===== src/rtl/stm_pkg.sv =====
package stm_pkg;
  localparam int ADDR_W    = 4;
  localparam int NUM_ACT   = 4;
  localparam int NUM_SENS  = 2;
  localparam int ACT_IDX_W = $clog2(NUM_ACT);

  localparam logic [ADDR_W-1:0] A_SENS0  = ADDR_W'(0);
  localparam logic [ADDR_W-1:0] A_SENS1  = ADDR_W'(1);
  localparam logic [ADDR_W-1:0] A_ACT0   = ADDR_W'(2);
  localparam logic [ADDR_W-1:0] A_ACT1   = ADDR_W'(3);
  localparam logic [ADDR_W-1:0] A_ACT2   = ADDR_W'(4);
  localparam logic [ADDR_W-1:0] A_ACT3   = ADDR_W'(5);
  localparam logic [ADDR_W-1:0] A_DONE   = ADDR_W'(6);
  localparam logic [ADDR_W-1:0] A_ACK    = ADDR_W'(7);
  localparam logic [ADDR_W-1:0] A_PERIOD = ADDR_W'(8);
  localparam logic [ADDR_W-1:0] A_STATUS = ADDR_W'(9);
  localparam logic [ADDR_W-1:0] A_LAST   = ADDR_W'(10);
endpackage


===== src/rtl/stm_cycle_ctr.sv =====
module stm_cycle_ctr #(
  parameter int CNT_W = 16
) (
  input  logic             clk,
  input  logic             rst,
  input  logic             start_i,
  input  logic             stop_i,
  output logic             busy_o,
  output logic [CNT_W-1:0] span_o
);
  localparam logic [CNT_W-1:0] CNT_MAX = '1;

  logic [CNT_W-1:0] cnt_q;

  // span including the edge that stops the count, saturated
  assign span_o = (cnt_q == CNT_MAX) ? CNT_MAX : cnt_q + 1'b1;

  always_ff @(posedge clk) begin
    if (rst) begin
      busy_o <= 1'b0;
      cnt_q  <= '0;
    end else if (start_i) begin
      busy_o <= 1'b1;
      cnt_q  <= '0;
    end else if (busy_o) begin
      if (stop_i) begin
        busy_o <= 1'b0;
      end else if (cnt_q != CNT_MAX) begin
        cnt_q <= cnt_q + 1'b1;
      end
    end
  end
endmodule


===== src/rtl/stm_irq_bank.sv =====
module stm_irq_bank #(
  parameter int NCORES = 2
) (
  input  logic              clk,
  input  logic              rst,
  input  logic              set_i,
  input  logic              ack_we_i,
  input  logic [NCORES-1:0] ack_mask_i,
  output logic [NCORES-1:0] irq_o
);
  for (genvar k = 0; k < NCORES; k++) begin : g_line
    always_ff @(posedge clk) begin
      if (rst) begin
        irq_o[k] <= 1'b0;
      end else if (set_i) begin
        irq_o[k] <= 1'b1;
      end else if (ack_we_i && ack_mask_i[k]) begin
        irq_o[k] <= 1'b0;
      end
    end
  end
endmodule


===== src/rtl/stm_io_regs.sv =====
module stm_io_regs import stm_pkg::*; #(
  parameter int SENS_W = 16,
  parameter int ACT_W  = 16
) (
  input  logic                     clk,
  input  logic                     rst,
  input  logic                     capture_i,
  input  logic [NUM_SENS*SENS_W-1:0] sens_d_i,
  input  logic                     act_we_i,
  input  logic [ACT_IDX_W-1:0]     act_idx_i,
  input  logic [ACT_W-1:0]         act_wdata_i,
  input  logic                     track_i,
  input  logic                     clr_mask_i,
  output logic [NUM_SENS*SENS_W-1:0] sens_q_o,
  output logic [NUM_ACT*ACT_W-1:0] act_q_o,
  output logic [NUM_ACT*ACT_W-1:0] act_next_o,
  output logic                     all_written_o
);
  logic [NUM_ACT-1:0] hit;
  logic [NUM_ACT-1:0] mask_q;
  logic [ACT_W-1:0]   act_r [NUM_ACT];

  always_comb begin
    hit = '0;
    if (act_we_i) hit[act_idx_i] = 1'b1;
  end

  assign all_written_o = &(mask_q | hit);

  always_ff @(posedge clk) begin
    if (rst) begin
      mask_q <= '0;
    end else if (clr_mask_i) begin
      mask_q <= '0;
    end else if (track_i) begin
      mask_q <= mask_q | hit;
    end
  end

  always_ff @(posedge clk) begin
    if (rst) begin
      sens_q_o <= '0;
    end else if (capture_i) begin
      sens_q_o <= sens_d_i;
    end
  end

  for (genvar k = 0; k < NUM_ACT; k++) begin : g_act
    always_ff @(posedge clk) begin
      if (rst) begin
        act_r[k] <= '0;
      end else if (hit[k]) begin
        act_r[k] <= act_wdata_i;
      end
    end
    assign act_q_o[k*ACT_W +: ACT_W]    = act_r[k];
    assign act_next_o[k*ACT_W +: ACT_W] = hit[k] ? act_wdata_i : act_r[k];
  end
endmodule


===== src/rtl/step_timing_monitor.sv =====
module step_timing_monitor import stm_pkg::*; #(
  parameter int NCORES     = 2,
  parameter int ID_W       = 2,
  parameter int MASTER_ID  = 0,
  parameter int SENS_W     = 16,
  parameter int ACT_W      = 16,
  parameter int DATA_W     = 32,
  parameter int CNT_W      = 16,
  parameter int DEF_PERIOD = 2000,
  parameter int AUTO_DONE  = 1
) (
  input  logic                       clk,
  input  logic                       rst,
  input  logic                       step_req_i,
  input  logic [NUM_SENS*SENS_W-1:0] sens_i,
  output logic                       resume_o,
  output logic [NUM_ACT*ACT_W-1:0]   act_o,
  output logic [CNT_W-1:0]           step_cycles_o,
  output logic                       step_late_o,
  input  logic                       bus_wr_i,
  input  logic                       bus_rd_i,
  input  logic [ID_W-1:0]            bus_id_i,
  input  logic [ADDR_W-1:0]          bus_addr_i,
  input  logic [DATA_W-1:0]          bus_wdata_i,
  output logic [DATA_W-1:0]          bus_rdata_o,
  output logic [NCORES-1:0]          irq_o
);
  localparam logic [CNT_W-1:0] PERIOD_RST = CNT_W'(DEF_PERIOD);

  logic                       master_ok, is_act;
  logic                       wr_act, wr_done, wr_ack, wr_period, rd_status;
  logic [ACT_IDX_W-1:0]       act_idx;
  logic                       busy, start, finish, all_written;
  logic [CNT_W-1:0]           span;
  logic [CNT_W-1:0]           period_q;
  logic                       pend_q, ovf_q, viol_q;
  logic [NUM_SENS*SENS_W-1:0] pend_sens_q, cap_sens, sens_q;
  logic [NUM_ACT*ACT_W-1:0]   act_q, act_next;
  logic                       unused_wdata;

  assign unused_wdata = ^bus_wdata_i;

  // ---------------- access decode ----------------
  assign master_ok = (bus_id_i == ID_W'(MASTER_ID));
  assign is_act    = (bus_addr_i >= A_ACT0) && (bus_addr_i <= A_ACT3);
  assign act_idx   = ACT_IDX_W'(bus_addr_i - A_ACT0);
  assign wr_act    = bus_wr_i && master_ok && is_act;
  assign wr_done   = bus_wr_i && master_ok && (bus_addr_i == A_DONE);
  assign wr_period = bus_wr_i && master_ok && (bus_addr_i == A_PERIOD);
  assign wr_ack    = bus_wr_i && (bus_addr_i == A_ACK);
  assign rd_status = bus_rd_i && (bus_addr_i == A_STATUS);

  // ---------------- step sequencing ----------------
  assign start    = !busy && (step_req_i || pend_q);
  assign cap_sens = pend_q ? pend_sens_q : sens_i;

  if (AUTO_DONE != 0) begin : g_auto_done
    assign finish = busy && (wr_done || (wr_act && all_written));
  end else begin : g_reg_done
    logic unused_all;
    assign unused_all = all_written;
    assign finish = busy && wr_done;
  end

  stm_cycle_ctr #(.CNT_W(CNT_W)) u_ctr (
    .clk     (clk),
    .rst     (rst),
    .start_i (start),
    .stop_i  (finish),
    .busy_o  (busy),
    .span_o  (span)
  );

  stm_irq_bank #(.NCORES(NCORES)) u_irq (
    .clk        (clk),
    .rst        (rst),
    .set_i      (start),
    .ack_we_i   (wr_ack),
    .ack_mask_i (bus_wdata_i[NCORES-1:0]),
    .irq_o      (irq_o)
  );

  stm_io_regs #(.SENS_W(SENS_W), .ACT_W(ACT_W)) u_io (
    .clk           (clk),
    .rst           (rst),
    .capture_i     (start),
    .sens_d_i      (cap_sens),
    .act_we_i      (wr_act),
    .act_idx_i     (act_idx),
    .act_wdata_i   (bus_wdata_i[ACT_W-1:0]),
    .track_i       (busy),
    .clr_mask_i    (start),
    .sens_q_o      (sens_q),
    .act_q_o       (act_q),
    .act_next_o    (act_next),
    .all_written_o (all_written)
  );

  // ---------------- pending request slot ----------------
  always_ff @(posedge clk) begin
    if (rst) begin
      pend_q      <= 1'b0;
      pend_sens_q <= '0;
    end else if (start) begin
      if (pend_q && step_req_i) begin
        pend_sens_q <= sens_i;
      end else begin
        pend_q <= 1'b0;
      end
    end else if (busy && step_req_i && !pend_q) begin
      pend_q      <= 1'b1;
      pend_sens_q <= sens_i;
    end
  end

  // ---------------- result and status ----------------
  always_ff @(posedge clk) begin
    if (rst) begin
      resume_o      <= 1'b0;
      act_o         <= '0;
      step_cycles_o <= '0;
      step_late_o   <= 1'b0;
      viol_q        <= 1'b0;
      ovf_q         <= 1'b0;
      period_q      <= PERIOD_RST;
    end else begin
      resume_o <= finish;
      if (finish) begin
        act_o         <= act_next;
        step_cycles_o <= span;
        step_late_o   <= (span > period_q);
      end
      if (finish && (span > period_q)) begin
        viol_q <= 1'b1;
      end else if (rd_status) begin
        viol_q <= 1'b0;
      end
      if (busy && step_req_i) begin
        ovf_q <= 1'b1;
      end else if (rd_status) begin
        ovf_q <= 1'b0;
      end
      if (wr_period) begin
        period_q <= bus_wdata_i[CNT_W-1:0];
      end
    end
  end

  // ---------------- read port ----------------
  always_ff @(posedge clk) begin
    if (rst) begin
      bus_rdata_o <= '0;
    end else if (bus_rd_i) begin
      case (bus_addr_i)
        A_SENS0:  bus_rdata_o <= master_ok ? DATA_W'(sens_q[SENS_W-1:0]) : '0;
        A_SENS1:  bus_rdata_o <= master_ok ? DATA_W'(sens_q[2*SENS_W-1:SENS_W]) : '0;
        A_ACT0, A_ACT1, A_ACT2, A_ACT3:
                  bus_rdata_o <= DATA_W'(act_q[act_idx*ACT_W +: ACT_W]);
        A_PERIOD: bus_rdata_o <= DATA_W'(period_q);
        A_STATUS: bus_rdata_o <= DATA_W'({pend_q, busy, ovf_q, viol_q});
        A_LAST:   bus_rdata_o <= DATA_W'(step_cycles_o);
        default:  bus_rdata_o <= '0;
      endcase
    end else begin
      bus_rdata_o <= '0;
    end
  end
endmodule


===== config.mk =====
export PLATFORM = sky130hd
export DESIGN_NAME = step_timing_monitor
export DESIGN_NICKNAME = d
export VERILOG_FILES = /design/src/rtl/stm_pkg.sv /design/src/rtl/stm_cycle_ctr.sv /design/src/rtl/stm_irq_bank.sv /design/src/rtl/stm_io_regs.sv /design/src/rtl/step_timing_monitor.sv
export SDC_FILE = /design/constraint.sdc
export NUM_CORES = 1
export LEC_CHECK = 0
export ABC_AREA = 0
export ABC_CLOCK_PERIOD_IN_PS = 4100
export BUFFER_PORTS_ARGS = -buffer_cell sky130_fd_sc_hd__buf_2
export CORE_AREA = 2 2 183 230
export CTS_CLUSTER_DIAMETER = 100
export DETAILED_ROUTE_END_ITERATION = 7
export DIE_AREA = 0 0 185 232
export PLACE_DENSITY = 0.44
export REMOVE_ABC_BUFFERS = 1
export SYNTH_ARGS = -nofsm -noshare
export SYNTH_HDL_FRONTEND = slang
export SYNTH_SLANG_ARGS = --single-unit

===== constraint.sdc =====
create_clock -name clk -period 4.1 [get_ports clk]
set_input_delay 0.615 -clock clk [delete_from_list [all_inputs] [get_ports clk]]
set_output_delay 0.615 -clock clk [all_outputs]
set_load 0.02 [all_outputs]

==> metrics.cfg <==
[logic_synthesis]
area_share_of_and_or_nand_nor_cells_after_synthesis=0.2001
ys_top_cells_by_count=sky130_fd_sc_hd__nand2_1, sky130_fd_sc_hd__dfxtp_1, sky130_fd_sc_hd__nor2_1, sky130_fd_sc_hd__a21oi_1, sky130_fd_sc_hd__mux2i_1
synth_seq_area_share=0.4943
synth_compound_gate_area_share=0.1312
synth_top_area_share=0.3361
ys_ff_latch=268
synth.area.mux_share=0.09083
async_flop_share=0
syn-mean-instance-area_um2=9.360
synth_cells=1298
dominant_combinational_cell_family_by_area_after_synthesis=simple AND/OR/NAND/NOR gates
synth.area.top_cells=sky130_fd_sc_hd__dfxtp_1, sky130_fd_sc_hd__edfxtp_1, sky130_fd_sc_hd__nand2_1
synthMostInstantiatedCell=sky130_fd_sc_hd__nand2_1
synth-xor-area-share=0.01586
yosysUniqueCellTypes=58
synth_edf_count=64
synth_top_area_cell=sky130_fd_sc_hd__dfxtp_1
synth.cell_area_um2=12150
synth-adder-area-share=0.01751
synth.yosys.warnings=0
yosys_most_used_dff=sky130_fd_sc_hd__dfxtp_1

[power_and_ir_drop]
power.ir.vdd_worst_uv=267.1
overall_power_mw=5.951
total_leakage_power_nw=5.728
power.density_nw_per_um2=413.2

[sta]
timing_hold_violations_final=0
timing.fmax_ghz=0.2906
fin_crit_share=0.8393
unrepaired_setup_endpoints_after_global_routing=no
maxSlewViolCount=0
fin_crit_ns=3.441
worst_slew_pin_slew_ns=0.8147
slew-limit-headroom=0.4540
clock_skew_ns=0.02502
final_setup_violation_count=0

[final_layout]
finalNonFillerCells=1997
flow.area_growth_from_synthesis_pct=18.55
layout_cell_share_with_drive_strength_beyond_1=0.1896
fin_area_um2=14400
antennaDiodeCount=0
design.final.nets=1514

[floorplan]
die-area_um2=42920
design.core.area_um2=40710
initial_utilization=0.2984
die_h_um=232
std_cell_rows=83
floorplan.io_pins=191
die-width_um=185

[placed_design]
port-buffer-count=158
gp_routability_congestion=0.7825
dpl.hpwl_um=25310
place_area_um2=13460
dp.cells=1942

[clock_tree]
post_cts.resized_instances=0
cts-buffers-inserted=30
post_cts.repair.setup_buffers=0
post_cts_hold_buffer_count=0
clk_pin_slew_worst_setup_hold_paths_ns=0.06
cts-root-to-sink-buffers=3
clock_tree_from_tritoncts=done
cts_max_level=1
worst_skew_pair.late_latency_ns=0.57
clkSinkCount=268
cts.root.buffer_cell=sky130_fd_sc_hd__clkbuf_16

[grt]
first_global_vias=9391
maximum_number_of_pins_on_one_net_before_global_route_repair=92
antenna_found_initial=0
grt_pass1_wl_um=56070
track_usage=0.1711
grt-ovfl-total=0

[detailed_routing]
initialDrtViolationCount=557
dr_vias=9605
drtAntennaViolNets=0
drtPass1Iterations=5
remaining_drc_errors=0
routed_wl_per_cell_um=18.56
viasPerCell=4.810
wl_um=37060

[flow_run]
drv.max_cap_violation_count=0

[worst_setup_path]
critPathSlowestCell=sky130_fd_sc_hd__or4_1
timing.critical_path.depth=13
worst_case_reg_to_reg_path_depth=13
worst-path-buf-inv=1
crit_fanout=7
worstPathRequired_ns=4.53
worst_path_dominant_cell_family=simple AND/OR/NAND/NOR gates
start_kind=flop
worstPathArrival_ns=3.87
timing.critical_path.to_type=flop
worst_path_largest_cell_delay_ns=0.58
timing.critical_path.cells=ha_1 > nand3_1 > buf_4 > or4_1 > or3_1 > nand3_1 > ha_1 > nand4_1 > nor2_1 > a221o_1 > nor3_1 > or3_1 > a21oi_1
critical_path_class=reg2reg

[outcome]
status=finished clean

[worst_hold_path]
worstHoldPathCells=3
timing.hold.worst.class=in2reg

## logic make-up (layout without fill, tap and decap cells)
kind of cell | count (synthesis) | count (layout)
compound gates | 228 | 228
other cells | 1 | 16
buf+inv | 134 | 266
mux | 90 | 90
flops | 268 | 268
xor+xnor | 22 | 22
simple gates | 538 | 538
fa+ha+maj | 17 | 17
## cell usage in the layout, fill, tap and decap left out, types with 4 or more instances in the layout
cell type	netlist	layout
sky130_fd_sc_hd__nand2_1	217	217
sky130_fd_sc_hd__dfxtp_1	204	203
sky130_fd_sc_hd__buf_2	26	157
sky130_fd_sc_hd__nor2_1	156	155
sky130_fd_sc_hd__a21oi_1	77	77
sky130_fd_sc_hd__mux2i_1	72	72
sky130_fd_sc_hd__and2_1	68	68
sky130_fd_sc_hd__a211oi_1	65	65
sky130_fd_sc_hd__edfxtp_1	64	64
sky130_fd_sc_hd__a311oi_1	32	32
sky130_fd_sc_hd__buf_4	18	32
sky130_fd_sc_hd__clkbuf_16	0	31
sky130_fd_sc_hd__nor3_1	21	21
sky130_fd_sc_hd__xnor2_1	18	18
sky130_fd_sc_hd__inv_1	17	17
sky130_fd_sc_hd__ha_1	17	17
sky130_fd_sc_hd__nand3_1	16	16
sky130_fd_sc_hd__mux4_2	16	16
sky130_fd_sc_hd__a22o_1	16	16
sky130_fd_sc_hd__conb_1	1	16
sky130_fd_sc_hd__clkinv_2	0	14
sky130_fd_sc_hd__a222oi_1	12	12
sky130_fd_sc_hd__nand4_1	11	11
sky130_fd_sc_hd__o21ai_0	8	8
sky130_fd_sc_hd__nand2b_1	7	7
sky130_fd_sc_hd__nor3b_1	7	7
sky130_fd_sc_hd__nand3b_1	6	6
sky130_fd_sc_hd__nor2b_1	5	5
sky130_fd_sc_hd__a22oi_1	5	5
sky130_fd_sc_hd__clkbuf_1	61	5
sky130_fd_sc_hd__xor2_1	4	4
sky130_fd_sc_hd__nor4_1	5	4
sky130_fd_sc_hd__or3_1	4	4
## worst min-delay path: stages
cell and delay, ns:
sky130_fd_sc_hd__buf_2 0.11, sky130_fd_sc_hd__nand2_1 0.05, sky130_fd_sc_hd__a21oi_1 0.05
## registers in the layout (all words and copies together), names as in the netlist
| name | count |
|---|---|
| act_o | 64 |
| u_io.act_r | 64 |
| pend_sens_q | 32 |
| u_io.sens_q_o | 32 |
| bus_rdata_o | 16 |
| period_q | 16 |
| step_cycles_o | 16 |
| u_ctr.cnt_q | 16 |
| u_io.mask_q | 4 |
| u_irq.irq_o | 2 |
| ovf_q | 1 |
| pend_q | 1 |
| resume_o | 1 |
| step_late_o | 1 |
| u_ctr.busy_o | 1 |
| viol_q | 1 |
## power breakdown
| part | internal [mW] | switching, mW | total (mW) | leakage, nW |
|---|---|---|---|---|
| Combinational | 0.165 | 0.313 | 0.478 | 2.99 |
| Clock | 1.48 | 1.14 | 2.62 | 0.477 |
| Sequential | 2.80 | 0.0533 | 2.85 | 2.26 |
| Total | 4.44 | 1.51 | 5.95 | 5.73 |
## final cells by class
type | instances | area, µm²
clock buffers | 38 | 822.0
clock inverters | 17 | 118.9
fillers | 4281 | 26310
inverters | 19 | 71.32
multi-input cells | 911 | 5615
flip-flops and latches | 268 | 6007
well taps | 552 | 690.7
repair buffers | 192 | 1077
## through the flow
| step | hold slack, ns | utilization | worst slack, ns | setup TNS [ns] |
|---|---|---|---|---|
| 3_5_place_dp | 0.4462 | 0.3307 | 0.6527 | 0 |
| 3_3_place_gp | 0.4408 | 0.3307 | 0.7306 | 0 |
| 2_1_floorplan | 0.4300 | - | -0.6766 | -54.89 |
| 5_1_grt | 0.2960 | 0.3538 | 0.4173 | 0 |
| 6_report | 0.3055 | 0.3538 | 0.6589 | 0 |
| 4_1_cts | 0.2763 | 0.3538 | 0.6314 | 0 |
## worst paths after layout
path | startpoint | end | slack (ns)
hold reg to reg | step_late_o | step_late_o | 0.45
setup reg to reg | u_ctr.cnt_q[0] | step_late_o | 0.66
hold / removal | sens_i[12] | pend_sens_q[12] | 0.31
setup / recovery | u_ctr.cnt_q[0] | step_late_o | 0.66
## metal layers
| layer | track usage | part of all wire | vias up | wire length [µm] |
|---|---|---|---|---|
| met5 | 0 | 0 | - | 0 |
| met4 | 0.05605 | 0.028 | 0 | 1023 |
| met3 | 0.02462 | 0.041 | 52 | 1521 |
| met2 | 0.3084 | 0.51 | 194 | 18900 |
| li1 | - | - | 4794 | - |
| met1 | 0.2075 | 0.42 | 4565 | 15620 |
(Power assumes the default switching activity.)
